**config.mk**
```make
export PLATFORM = sky130hd
export DESIGN_NAME = lane_fifo
export DESIGN_NICKNAME = d
export VERILOG_FILES = /design/src/rtl/lane_fifo_pkg.sv /design/src/rtl/lane_fifo_lane.sv /design/src/rtl/lane_fifo_flags.sv /design/src/rtl/lane_fifo.sv
export SDC_FILE = /design/constraint.sdc
export NUM_CORES = 1
export LEC_CHECK = 0
export BUFFER_PORTS_ARGS = -buffer_cell sky130_fd_sc_hd__buf_4
export CAP_MARGIN = 20
export CORE_UTILIZATION = 55
export DETAILED_ROUTE_END_ITERATION = 12
export PLACE_DENSITY = 0.85
export SETUP_SLACK_MARGIN = 0.2
export SLEW_MARGIN = 20
export SYNTH_ARGS = -nofsm -noshare
export SYNTH_HDL_FRONTEND = slang
export SYNTH_HIERARCHICAL = 1
export SYNTH_SLANG_ARGS = --single-unit
```
**constraint.sdc**
```tcl
create_clock -name clk -period 3.3 [get_ports clk]
set_input_delay 0.165 -clock clk [delete_from_list [all_inputs] [get_ports clk]]
set_output_delay 0.165 -clock clk [all_outputs]
set_load 0.005 [all_outputs]
```
**src/rtl/lane_fifo_pkg.sv**
```systemverilog
package lane_fifo_pkg;
  localparam int NFLAG   = 6;
  localparam int FL_EMPTY = 0;
  localparam int FL_HALF  = 1;
  localparam int FL_FULL  = 2;
  localparam int FL_WORD  = 3;
  localparam int FL_BYTE  = 4;
  localparam int FL_ILL   = 5;
  typedef logic [NFLAG-1:0] flag_vec_t;
endpackage

```
**src/rtl/lane_fifo_lane.sv**
```systemverilog
module lane_fifo_lane #(
  parameter int DEPTH = 16,
  parameter int W     = 8,
  localparam int AW   = $clog2(DEPTH),
  localparam int CW   = $clog2(DEPTH + 1)
) (
  input  logic          clk,
  input  logic          rst_n,
  input  logic          flush,
  input  logic          push,
  input  logic [W-1:0]  din,
  input  logic          pop,
  output logic [W-1:0]  dout,
  output logic [CW-1:0] count
);
  logic [W-1:0]  mem [DEPTH];
  logic [AW-1:0] wr_ptr, rd_ptr;

  function automatic logic [AW-1:0] bump(input logic [AW-1:0] p);
    return (p == AW'(DEPTH - 1)) ? '0 : p + AW'(1);
  endfunction

  always_ff @(posedge clk) begin
    if (push && !flush) mem[wr_ptr] <= din;
  end

  always_ff @(posedge clk or negedge rst_n) begin
    if (!rst_n) begin
      wr_ptr <= '0;
      rd_ptr <= '0;
      count  <= '0;
    end else if (flush) begin
      wr_ptr <= '0;
      rd_ptr <= '0;
      count  <= '0;
    end else begin
      if (push) wr_ptr <= bump(wr_ptr);
      if (pop)  rd_ptr <= bump(rd_ptr);
      case ({push, pop})
        2'b10:   count <= count + CW'(1);
        2'b01:   count <= count - CW'(1);
        default: count <= count;
      endcase
    end
  end

  assign dout = mem[rd_ptr];
endmodule

```
**src/rtl/lane_fifo_flags.sv**
```systemverilog
module lane_fifo_flags
  import lane_fifo_pkg::*;
(
  input  logic      clk,
  input  logic      rst_n,
  input  logic      soft_rst,
  input  flag_vec_t cond,
  input  flag_vec_t clr,
  input  logic      en_we,
  input  flag_vec_t en_data,
  output flag_vec_t status,
  output logic      irq
);
  localparam flag_vec_t EN_RESET = flag_vec_t'(1) << FL_ILL;

  flag_vec_t en_q;

  always_ff @(posedge clk or negedge rst_n) begin
    if (!rst_n) begin
      status <= '0;
      en_q   <= EN_RESET;
    end else begin
      if (soft_rst) status <= '0;
      else          status <= (status & ~clr) | cond;
      if (en_we)    en_q   <= en_data;
    end
  end

  assign irq = |(status & en_q);
endmodule

```
**src/rtl/lane_fifo.sv**
```systemverilog
module lane_fifo
  import lane_fifo_pkg::*;
#(
  parameter int LANES = 4,
  parameter int DEPTH = 16,
  localparam int W    = 8,
  localparam int WW   = LANES * W,
  localparam int CW   = $clog2(DEPTH + 1),
  localparam int HALF = DEPTH / 2
) (
  input  logic             clk,
  input  logic             rst_n,
  input  logic             soft_rst,
  input  logic             wr_word_valid,
  output logic             wr_word_ready,
  input  logic [WW-1:0]    wr_word_data,
  input  logic             wr_byte_valid,
  output logic             wr_byte_ready,
  input  logic [W-1:0]     wr_byte_data,
  output logic             rd_word_valid,
  input  logic             rd_word_ready,
  output logic [WW-1:0]    rd_word_data,
  output logic             rd_byte_valid,
  input  logic             rd_byte_ready,
  output logic [W-1:0]     rd_byte_data,
  input  logic [NFLAG-1:0] sts_clr,
  input  logic             irq_en_we,
  input  logic [NFLAG-1:0] irq_en_data,
  output logic [NFLAG-1:0] status,
  output logic             irq
);
  logic [LANES-1:0][CW-1:0] lane_cnt;
  logic [LANES-1:0][W-1:0]  lane_dout;
  logic [LANES-1:0]         lane_full, lane_half, lane_has;
  logic word_push, byte_push, word_pop, byte_pop, illegal;
  flag_vec_t cond;

  assign wr_word_ready = ~|lane_full;
  assign wr_byte_ready = !lane_full[0] && !wr_word_valid;
  assign rd_word_valid = &lane_has;
  assign rd_byte_valid = lane_has[0] && !rd_word_ready;

  assign word_push = wr_word_valid && wr_word_ready;
  assign byte_push = wr_byte_valid && wr_byte_ready;
  assign word_pop  = rd_word_ready && rd_word_valid;
  assign byte_pop  = rd_byte_ready && rd_byte_valid;

  assign illegal = (wr_word_valid && !wr_word_ready) ||
                   (wr_byte_valid && !wr_byte_ready) ||
                   (rd_word_ready && !rd_word_valid) ||
                   (rd_byte_ready && !rd_byte_valid);

  for (genvar g = 0; g < LANES; g++) begin : g_lane
    logic          l_push, l_pop;
    logic [W-1:0]  l_din;
    if (g == 0) begin : g_shared
      assign l_push = word_push || byte_push;
      assign l_pop  = word_pop  || byte_pop;
      assign l_din  = word_push ? wr_word_data[g*W +: W] : wr_byte_data;
    end else begin : g_word_only
      assign l_push = word_push;
      assign l_pop  = word_pop;
      assign l_din  = wr_word_data[g*W +: W];
    end

    lane_fifo_lane #(.DEPTH(DEPTH), .W(W)) u_lane (
      .clk   (clk),
      .rst_n (rst_n),
      .flush (soft_rst),
      .push  (l_push),
      .din   (l_din),
      .pop   (l_pop),
      .dout  (lane_dout[g]),
      .count (lane_cnt[g])
    );

    assign lane_full[g] = (lane_cnt[g] == CW'(DEPTH));
    assign lane_half[g] = (lane_cnt[g] >= CW'(HALF));
    assign lane_has[g]  = (lane_cnt[g] != '0);
    assign rd_word_data[g*W +: W] = lane_dout[g];
  end

  assign rd_byte_data = lane_dout[0];

  always_comb begin
    cond           = '0;
    cond[FL_EMPTY] = ~|lane_has;
    cond[FL_HALF]  = |lane_half;
    cond[FL_FULL]  = |lane_full;
    cond[FL_WORD]  = &lane_has;
    cond[FL_BYTE]  = lane_has[0];
    cond[FL_ILL]   = illegal;
  end

  lane_fifo_flags u_flags (
    .clk      (clk),
    .rst_n    (rst_n),
    .soft_rst (soft_rst),
    .cond     (cond),
    .clr      (sts_clr),
    .en_we    (irq_en_we),
    .en_data  (irq_en_data),
    .status   (status),
    .irq      (irq)
  );
endmodule

```
==> results of run 1 <==
-- synthesized netlist by cell type (all sizes together), types with 2 or more instances --
library cell | count | area [µm²]
o21ai | 23 | 115.1
nand3b | 4 | 30.03
a211oi | 3 | 22.52
a32oi | 11 | 96.34
edfxtp | 512 | 15370
mux4 | 120 | 2883
xnor2 | 10 | 87.58
o211ai | 3 | 22.52
inv | 29 | 108.9
xor2 | 13 | 113.9
nand2b | 26 | 170.2
a31oi | 9 | 56.30
mux2 | 14 | 180.2
mux2i | 40 | 400.4
nor4 | 3 | 18.77
or3 | 5 | 31.28
nand4 | 6 | 43.79
a22oi | 63 | 473.0
buf | 46 | 329.1
nand2 | 70 | 262.8
nor2 | 79 | 296.5
a31o | 3 | 26.28
or2 | 4 | 25.03
o31ai | 4 | 30.03
ha | 28 | 350.3
clkbuf | 30 | 122.6
dfrtp | 63 | 1577
nor3 | 36 | 180.2
a21oi | 35 | 178.9
nor2b | 26 | 162.7
and2 | 7 | 46.30
nand3 | 16 | 80.08
a311oi | 2 | 17.52
-- cells by family after synthesis --
group	synth area share
AOI/OAI and AO/OA	0.04502
xor gates and xnor gates	0.008390
adders and majority gates	0.01459
buffers and inverters	0.02371
DFF	0.7071
muxes	0.1442
and+or+nand+nor	0.05696
-- timing repair --
item | 4_1_cts | 5_1_grt
pin swaps | 0 | 0
hold buffers | 44 | 0
endpoints found under the setup margin | 1 | 11
gates resized for setup | 1 | 11
hold endpoints to repair | 461 | 0
gates cloned | 0 | 0
-- flip-flops by register name (all words and copies together), names as in the netlist --
signal                flops
g_lane.u_lane/mem       512
g_lane.u_lane/wr_ptr     16
u_flags/en_q              6
g_lane.u_lane/count      20
g_lane.u_lane/rd_ptr     16
u_flags/status            6
-- cells in the final DEF (no fill, tap or decap), drive strengths merged, types with 23 or more instances in the layout --
master / n
dlygate4sd3: 44
inv: 33
edfxtp: 512
nor3: 36
nor2b: 26
a21oi: 35
mux2i: 40
mux4: 120
dfrtp: 63
clkbuf: 75
a22oi: 63
buf: 193
nand2: 70
nor2: 79
o21ai: 23
ha: 28
nand2b: 26
-- worst register-to-register path, cell delays in order (launching register included) --
cell and delay [ps]:
sky130_fd_sc_hd__dfrtp_1 440, sky130_fd_sc_hd__nor2_1 110, sky130_fd_sc_hd__and2_4 170, sky130_fd_sc_hd__or4_4 520, sky130_fd_sc_hd__inv_1 120, sky130_fd_sc_hd__a22o_2 260, sky130_fd_sc_hd__nand2b_4 110, sky130_fd_sc_hd__xnor2_1 140
sky130_fd_sc_hd__ha_1 230, sky130_fd_sc_hd__o31a_1 260, sky130_fd_sc_hd__o32ai_1 290, sky130_fd_sc_hd__xnor2_1 160, sky130_fd_sc_hd__nor2_1 60
-- power groups by stage --
| stage | Clock [mW] | Combinational [mW] | Sequential [mW] |
|---|---|---|---|
| floorplan | 0 | 1.40 | 8.46 |
| global placement | 0 | 1.97 | 8.55 |
| detailed placement | 0 | 2.05 | 8.57 |
| CTS | 6.64 | 2.11 | 8.42 |
| global route | 6.90 | 2.31 | 8.46 |
| finish | 6.55 | 2.13 | 8.44 |
-- cell type report --
class                           instances  area (µm²)  area share
Sequential cell                       576       16990      0.6033
Timing Repair Buffer                  237        1931     0.06857
Tap cell                              585       732.0     0.02600
Clock inverter                         31       372.9     0.01324
Multi-Input combinational cell        670        6492      0.2306
Clock buffer                           75        1524     0.05412
Inverter                               30       117.6    0.004177
-- stage by stage --
stage	cells	cell area, µm²	power [mW]	util	worst slack (ps)
final	2204	28160	17.12	0.6537	304.2
after global routing	2204	28160	17.67	0.6537	170.0
after CTS	2204	28120	17.18	0.6528	251.5
after detailed placement	2054	25780	10.62	0.5986	195.8
after global placement	2054	25780	10.52	0.5986	294.8
after floorplan	1352	24010	9.867	-	353.8
-- worst min path at each step --
stage | endpoint | slack [ps] | cells past startpoint
global placement | g_lane[2].u_lane/wr_ptr[1] | 340 | 1
finish | u_flags/status[5] | 90 | 4
floorplan | g_lane[0].u_lane/count[0] | -130 | 0
CTS | u_flags/status[5] | 70 | 4
detailed placement | g_lane[2].u_lane/wr_ptr[1] | 360 | 1
global route | g_lane[0].u_lane/rd_ptr[1] | 140 | 4
-- routing by layer --
metal / up-vias / GRT usage / part of all wire
li1: 5831 / - / -
met1: 6770 / 0.3016 / 0.40
met2: 492 / 0.3843 / 0.51
met3: 95 / 0.03078 / 0.060
met4: 0 / 0.07346 / 0.026
met5: - / 0 / 0
==> summary.md, run 1 <==
| Metric | Value |
|---|---|
| Worst setup path startpoint | g_lane[0].u_lane/count[3] |
| Class of the worst hold path | in2reg |
| CP Cell Sequence | nor2_1 -> and2_4 -> or4_4 -> inv_1 -> a22o_2 -> nand2b_4 -> xnor2_1 -> ha_1 -> o31a_1 -> o32ai_1 -> xnor2_1 -> nor2_1 |
| Clock network fraction of design power | 0.383 |
| Diode count | 0 |
| Sequential area share after synthesis | 0.7071 |
| Source-to-sink clock delay at the later pin of the worst-skew pair | 610 ps |
| Layout Nets | 1659 |
| Width of the die | 210.9 µm |
| Clock tree from TritonCTS | yes |
| Maximum clock path buffer count | 3 |
| Post-CTS Setup Inserts | 0 |
| Fraction of final layout cells with drive strength greater than 1 | 0.2403 |
| CP Capture Point | g_lane[0].u_lane/count[4] |
| Reg clk slew, reported paths | 60 ps |
| Start point of the worst min-delay path | rd_word_ready |
| Worst clock skew | 26.70 ps |
| GPL Wtd Cong | 0.8520 |
| Full die area | 44500 µm² |
| Slowest stage cell, crit path | sky130_fd_sc_hd__or4_4 |
| Logic pwr share | 0.124 |
| Count of distinct cell types in the synthesized netlist | 55 |
| Total Neg Setup Slack | 0 ps |
| Placeable Area | 43080 µm² |
| H-tree depth | 2 |
| Initial core utilization | 0.5574 |
| Reg2Reg Capture Point | g_lane[0].u_lane/count[4] |
| Arrival time worst endpoint | 3470 ps |
| Yosys warns | 6 |
| Worst relative slew slack | 0.3865 |
| WL final | 49.48 mm |
| Post-synthesis cell count | 1352 |
| Total CTS buffers | 56 |
| Final Max Slew Viols | 0 |
| Mean cell area of the mapped netlist | 17.76 µm² |
| Vias in the first global route | 13320 |
| Internal reg-to-reg setup slack | 300 ps |
| Final number of setup-violating endpoints | 0 |
| Vertical die dimension | 210.9 µm |
| MaxCap Viol Count | 0 |
| Critical path data required time | 3770 ps |
| Final worst path period share | 0.9078 |
| Final-layout worst hold slack | 94.41 ps |
| Aggregate global-route resource usage | 0.2252 |
| Switching power | 4.022 mW |
| # port buffers | 110 |
| Worst path buffer plus inverter count | 1 |
| Transition time of the tightest slew-check pin | 920.3 ps |
| Register-to-Register Path Depth | 12 |
| Largest net degree at the start of global routing | 65 |
| Area overhead of the layout relative to synthesis | 17.27% |
| First-pass iteration count of the detailed router | 5 |
| Share of flip-flops with an asynchronous set or reset after synthesis | 0.1111 |
| Synthesized Nets | 1440 |
| Pint | 13.10 mW |
| CTS root buffer | sky130_fd_sc_hd__clkbuf_16 |
| Vias per cell | 5.984 |
| Overall via count from detail_route | 13190 |
| Critical path's top delay family | simple AND/OR/NAND/NOR gates |
| VDD IR max | 0.4844 mV |
| Critical Path Sink Type | flip-flop |
| # IOs | 111 |
| Filler cells | 2789 |
| Standard-cell rows | 76 |
| Mapped Area | 24010 µm² |
| Number of flops mapped to enable cells by yosys | 512 |
| Switching Fraction | 0.2350 |
| Launching point of the worst reg2reg path | g_lane[0].u_lane/count[3] |
| Count of antenna-violating nets left after detailed routing | 0 |
| Post-detailed-route wirelength per cell | 22.45 µm |
| Post-layout min period | 2996 ps |
| Register share of total power | 0.493 |
| CP Launch Type | flip-flop |
| Flip-flop cell with the highest count after synthesis | sky130_fd_sc_hd__edfxtp_1 |
| Number of antenna violations at the first check in global routing | 0 |
| Maximum net fanout on the critical path | 7 |
| Final hold violation count | 0 |
| Global-route wire length before repair | 75.75 mm |
| Max incr delay on CP | 520 ps |
| Global-route congestion overflow total | 0 |
| Leakage component of the power | 9.600 nW |
| Total power density per cell area | 607.9 nW/µm² |
| WS Path Type | reg2reg |
| Number of remaining DRC errors | 0 |
| Starting DRT DRC Count | 1137 |
| Post-DP HPWL | 30.97 mm |
| Result of the run | completed |
| Max Freq | 0.3338 GHz |
| RSZ-0062 raised after global routing | yes |
| Levels on crit path | 12 |
| # clock sinks | 576 |
| Synthesized flop and latch total | 576 |
Note: power is estimated with default switching activity, not from simulation.
==> run 2: changes to the inputs <==
CORE_MARGIN = 10   (was default)
==> run 2 against run 1 <==
Compared with the run above: via count grew 2.3%; non-clock buffer count up 5; sequential power barely moved; power rose by 0.15%; design area rose by 0.25%; clock power shrank 1%; largest cell class unchanged; largest power group unchanged.
==> summary.md, run 2 (synthesis gave the netlist of run 1 again) <==
| Metric | Value |
|---|---|
| Result of the run | completed |
| Final hold violation count | 0 |
| Leading registers by flop count | g_lane.u_lane/mem (512), g_lane.u_lane/count (20) |
| Dpl cell area | 25810 µm² |
| Reg clk slew, reported paths | 60 ps |
| Worst clock skew | 10.29 ps |
| Register share of total power | 0.492 |
| Pint | 13.08 mW |
| Width of the die | 228.9 µm |
| VDD IR max | 0.5039 mV |
| Post-DP HPWL | 32.52 mm |
| Largest net degree at the start of global routing | 65 |
| Post-layout min period | 2975 ps |
| Number of remaining DRC errors | 0 |
| Vertical die dimension | 228.9 µm |
| CP Launch Type | flip-flop |
| Source-to-sink clock delay at the later pin of the worst-skew pair | 600 ps |
| Arrival time worst endpoint | 3440 ps |
| # IOs | 111 |
| Standard-cell rows | 76 |
| Vias in the first global route | 13660 |
| Leading cell type in the layout, fill and taps excluded | sky130_fd_sc_hd__edfxtp_1 |
| Aggregate global-route resource usage | 0.2004 |
| First-pass iteration count of the detailed router | 9 |
| CTS root buffer | sky130_fd_sc_hd__clkbuf_16 |
| Vias per cell | 6.113 |
| # clock sinks | 576 |
| Max reg flops | 512 |
| Count of antenna-violating nets left after detailed routing | 0 |
| Class of the worst hold path | in2reg |
| Switching Fraction | 0.2370 |
| Global-route congestion overflow total | 0 |
| Starting DRT DRC Count | 1387 |
| Transition time of the tightest slew-check pin | 953.6 ps |
| Overall via count from detail_route | 13500 |
| Post-detailed-route wirelength per cell | 24.04 µm |
| Leakage component of the power | 9.629 nW |
| Filler cells | 2770 |
| Area of all placed cells without fillers | 28230 µm² |
| Setup Slack @ Placement | 183.1 ps |
| Clock tree from TritonCTS | yes |
| Total Neg Setup Slack | 0 ps |
| Worst relative slew slack | 0.3642 |
| Maximum clock path buffer count | 3 |
| GPL Wtd Cong | 0.8178 |
| WL final | 53.08 mm |
| Max Freq | 0.3361 GHz |
| Logic pwr share | 0.131 |
| Initial core utilization | 0.5574 |
| H-tree depth | 2 |
| Final number of setup-violating endpoints | 0 |
| Placeable Area | 43080 µm² |
| Clock network fraction of design power | 0.377 |
| Final critical-path setup slack | 324.5 ps |
| Global-route wire length before repair | 81.82 mm |
| Maximum net fanout on the critical path | 5 |
| Critical path data required time | 3760 ps |
| RSZ-0062 raised after global routing | yes |
| Critical Path Sink Type | flip-flop |
| Most flops, register | g_lane.u_lane/mem |
| Layout Nets | 1665 |
| Final Max Slew Viols | 0 |
| Area overhead of the layout relative to synthesis | 17.56% |
| Full die area | 52410 µm² |
| Switching power | 4.062 mW |
| Final worst path period share | 0.9017 |
| Diode count | 0 |
| Fraction of final layout cells with drive strength greater than 1 | 0.2477 |
| MaxCap Viol Count | 0 |
| Layout Utilization | 0.6553 |
| WS Path Type | reg2reg |
| # port buffers | 110 |
| Number of antenna violations at the first check in global routing | 0 |
| Leading cell types in the layout, fill and taps excluded | sky130_fd_sc_hd__edfxtp_1, sky130_fd_sc_hd__buf_4, sky130_fd_sc_hd__nor2_1, sky130_fd_sc_hd__mux4_2, sky130_fd_sc_hd__nand2_1 |
| Total power | 17.14 mW |
| Total CTS buffers | 57 |
| Total power density per cell area | 607.3 nW/µm² |
[run 2: repair_timing]
| item | CTS | global route |
|---|---|---|
| endpoints found under the setup margin | 4 | 9 |
| gates cloned | 0 | 0 |
| setup buffers | 0 | 2 |
| gates resized for setup | 5 | 18 |
| hold buffers | 44 | 0 |
| endpoints found under the hold margin | 459 | 0 |
[run 2: per-stage QoR]
step                std cells  hold WS, ps
floorplan                1352       -130.6
global route             2208        54.31
finish                   2208        43.32
detailed placement       2057        354.5
global placement         2057        349.0
CTS                      2206        4.600
[run 2: final cells by class]
cell class / count / area [µm²] / area share
Inverter: 30 / 117.6 / 0.004167
Clock buffer: 73 / 1539 / 0.05452
Sequential cell: 576 / 16990 / 0.6020
Tap cell: 585 / 732.0 / 0.02593
Multi-Input combinational cell: 670 / 6541 / 0.2317
Clock inverter: 32 / 336.6 / 0.01192
Timing Repair Buffer: 242 / 1968 / 0.06973
[run 2: layer usage]
layer	GRT usage	wire, µm	vias up
met4	0.06476	1485	0
met2	0.3385	26960	667
li1	-	-	5854
met3	0.03686	4088	110
met1	0.2591	20550	6866
met5	0	0	-
[run 2: path summary, 6_finish.rpt]
kind                                         endpoint                      start  slack (ps)  depth (start not counted)
min in group asynchronous  g_lane[2].u_lane/wr_ptr[1]                      rst_n         250                          2
hold / removal             g_lane[2].u_lane/wr_ptr[1]                   soft_rst          40                          2
hold reg to reg                     u_flags/status[2]          u_flags/status[2]         590                          2
max in group asynchronous   g_lane[0].u_lane/count[0]                      rst_n        2340                          2
setup / recovery            g_lane[2].u_lane/count[4]  g_lane[3].u_lane/count[2]         320                         12
setup reg to reg            g_lane[2].u_lane/count[4]  g_lane[3].u_lane/count[2]         320                         12
[run 2: power groups by stage]
stage	Clock, mW	Combinational [mW]	Sequential, mW
floorplan	0	1.40	8.46
global placement	0	2.02	8.52
detailed placement	0	2.12	8.55
CTS	6.57	2.20	8.41
global route	6.87	2.44	8.46
finish	6.46	2.25	8.43
[run 2: worst max-delay path: stages, from the launching register on]
cell                      delay (ps)
sky130_fd_sc_hd__dfrtp_1         480
sky130_fd_sc_hd__nor4_4           70
sky130_fd_sc_hd__nor2b_1         140
sky130_fd_sc_hd__or4_4           520
sky130_fd_sc_hd__inv_1           130
sky130_fd_sc_hd__and2_2          210
sky130_fd_sc_hd__nor2b_2         230
sky130_fd_sc_hd__xor2_1          110
sky130_fd_sc_hd__ha_1            250
sky130_fd_sc_hd__a31o_2          280
sky130_fd_sc_hd__a32oi_1         200
sky130_fd_sc_hd__xnor2_1          90
sky130_fd_sc_hd__nor2b_1         130
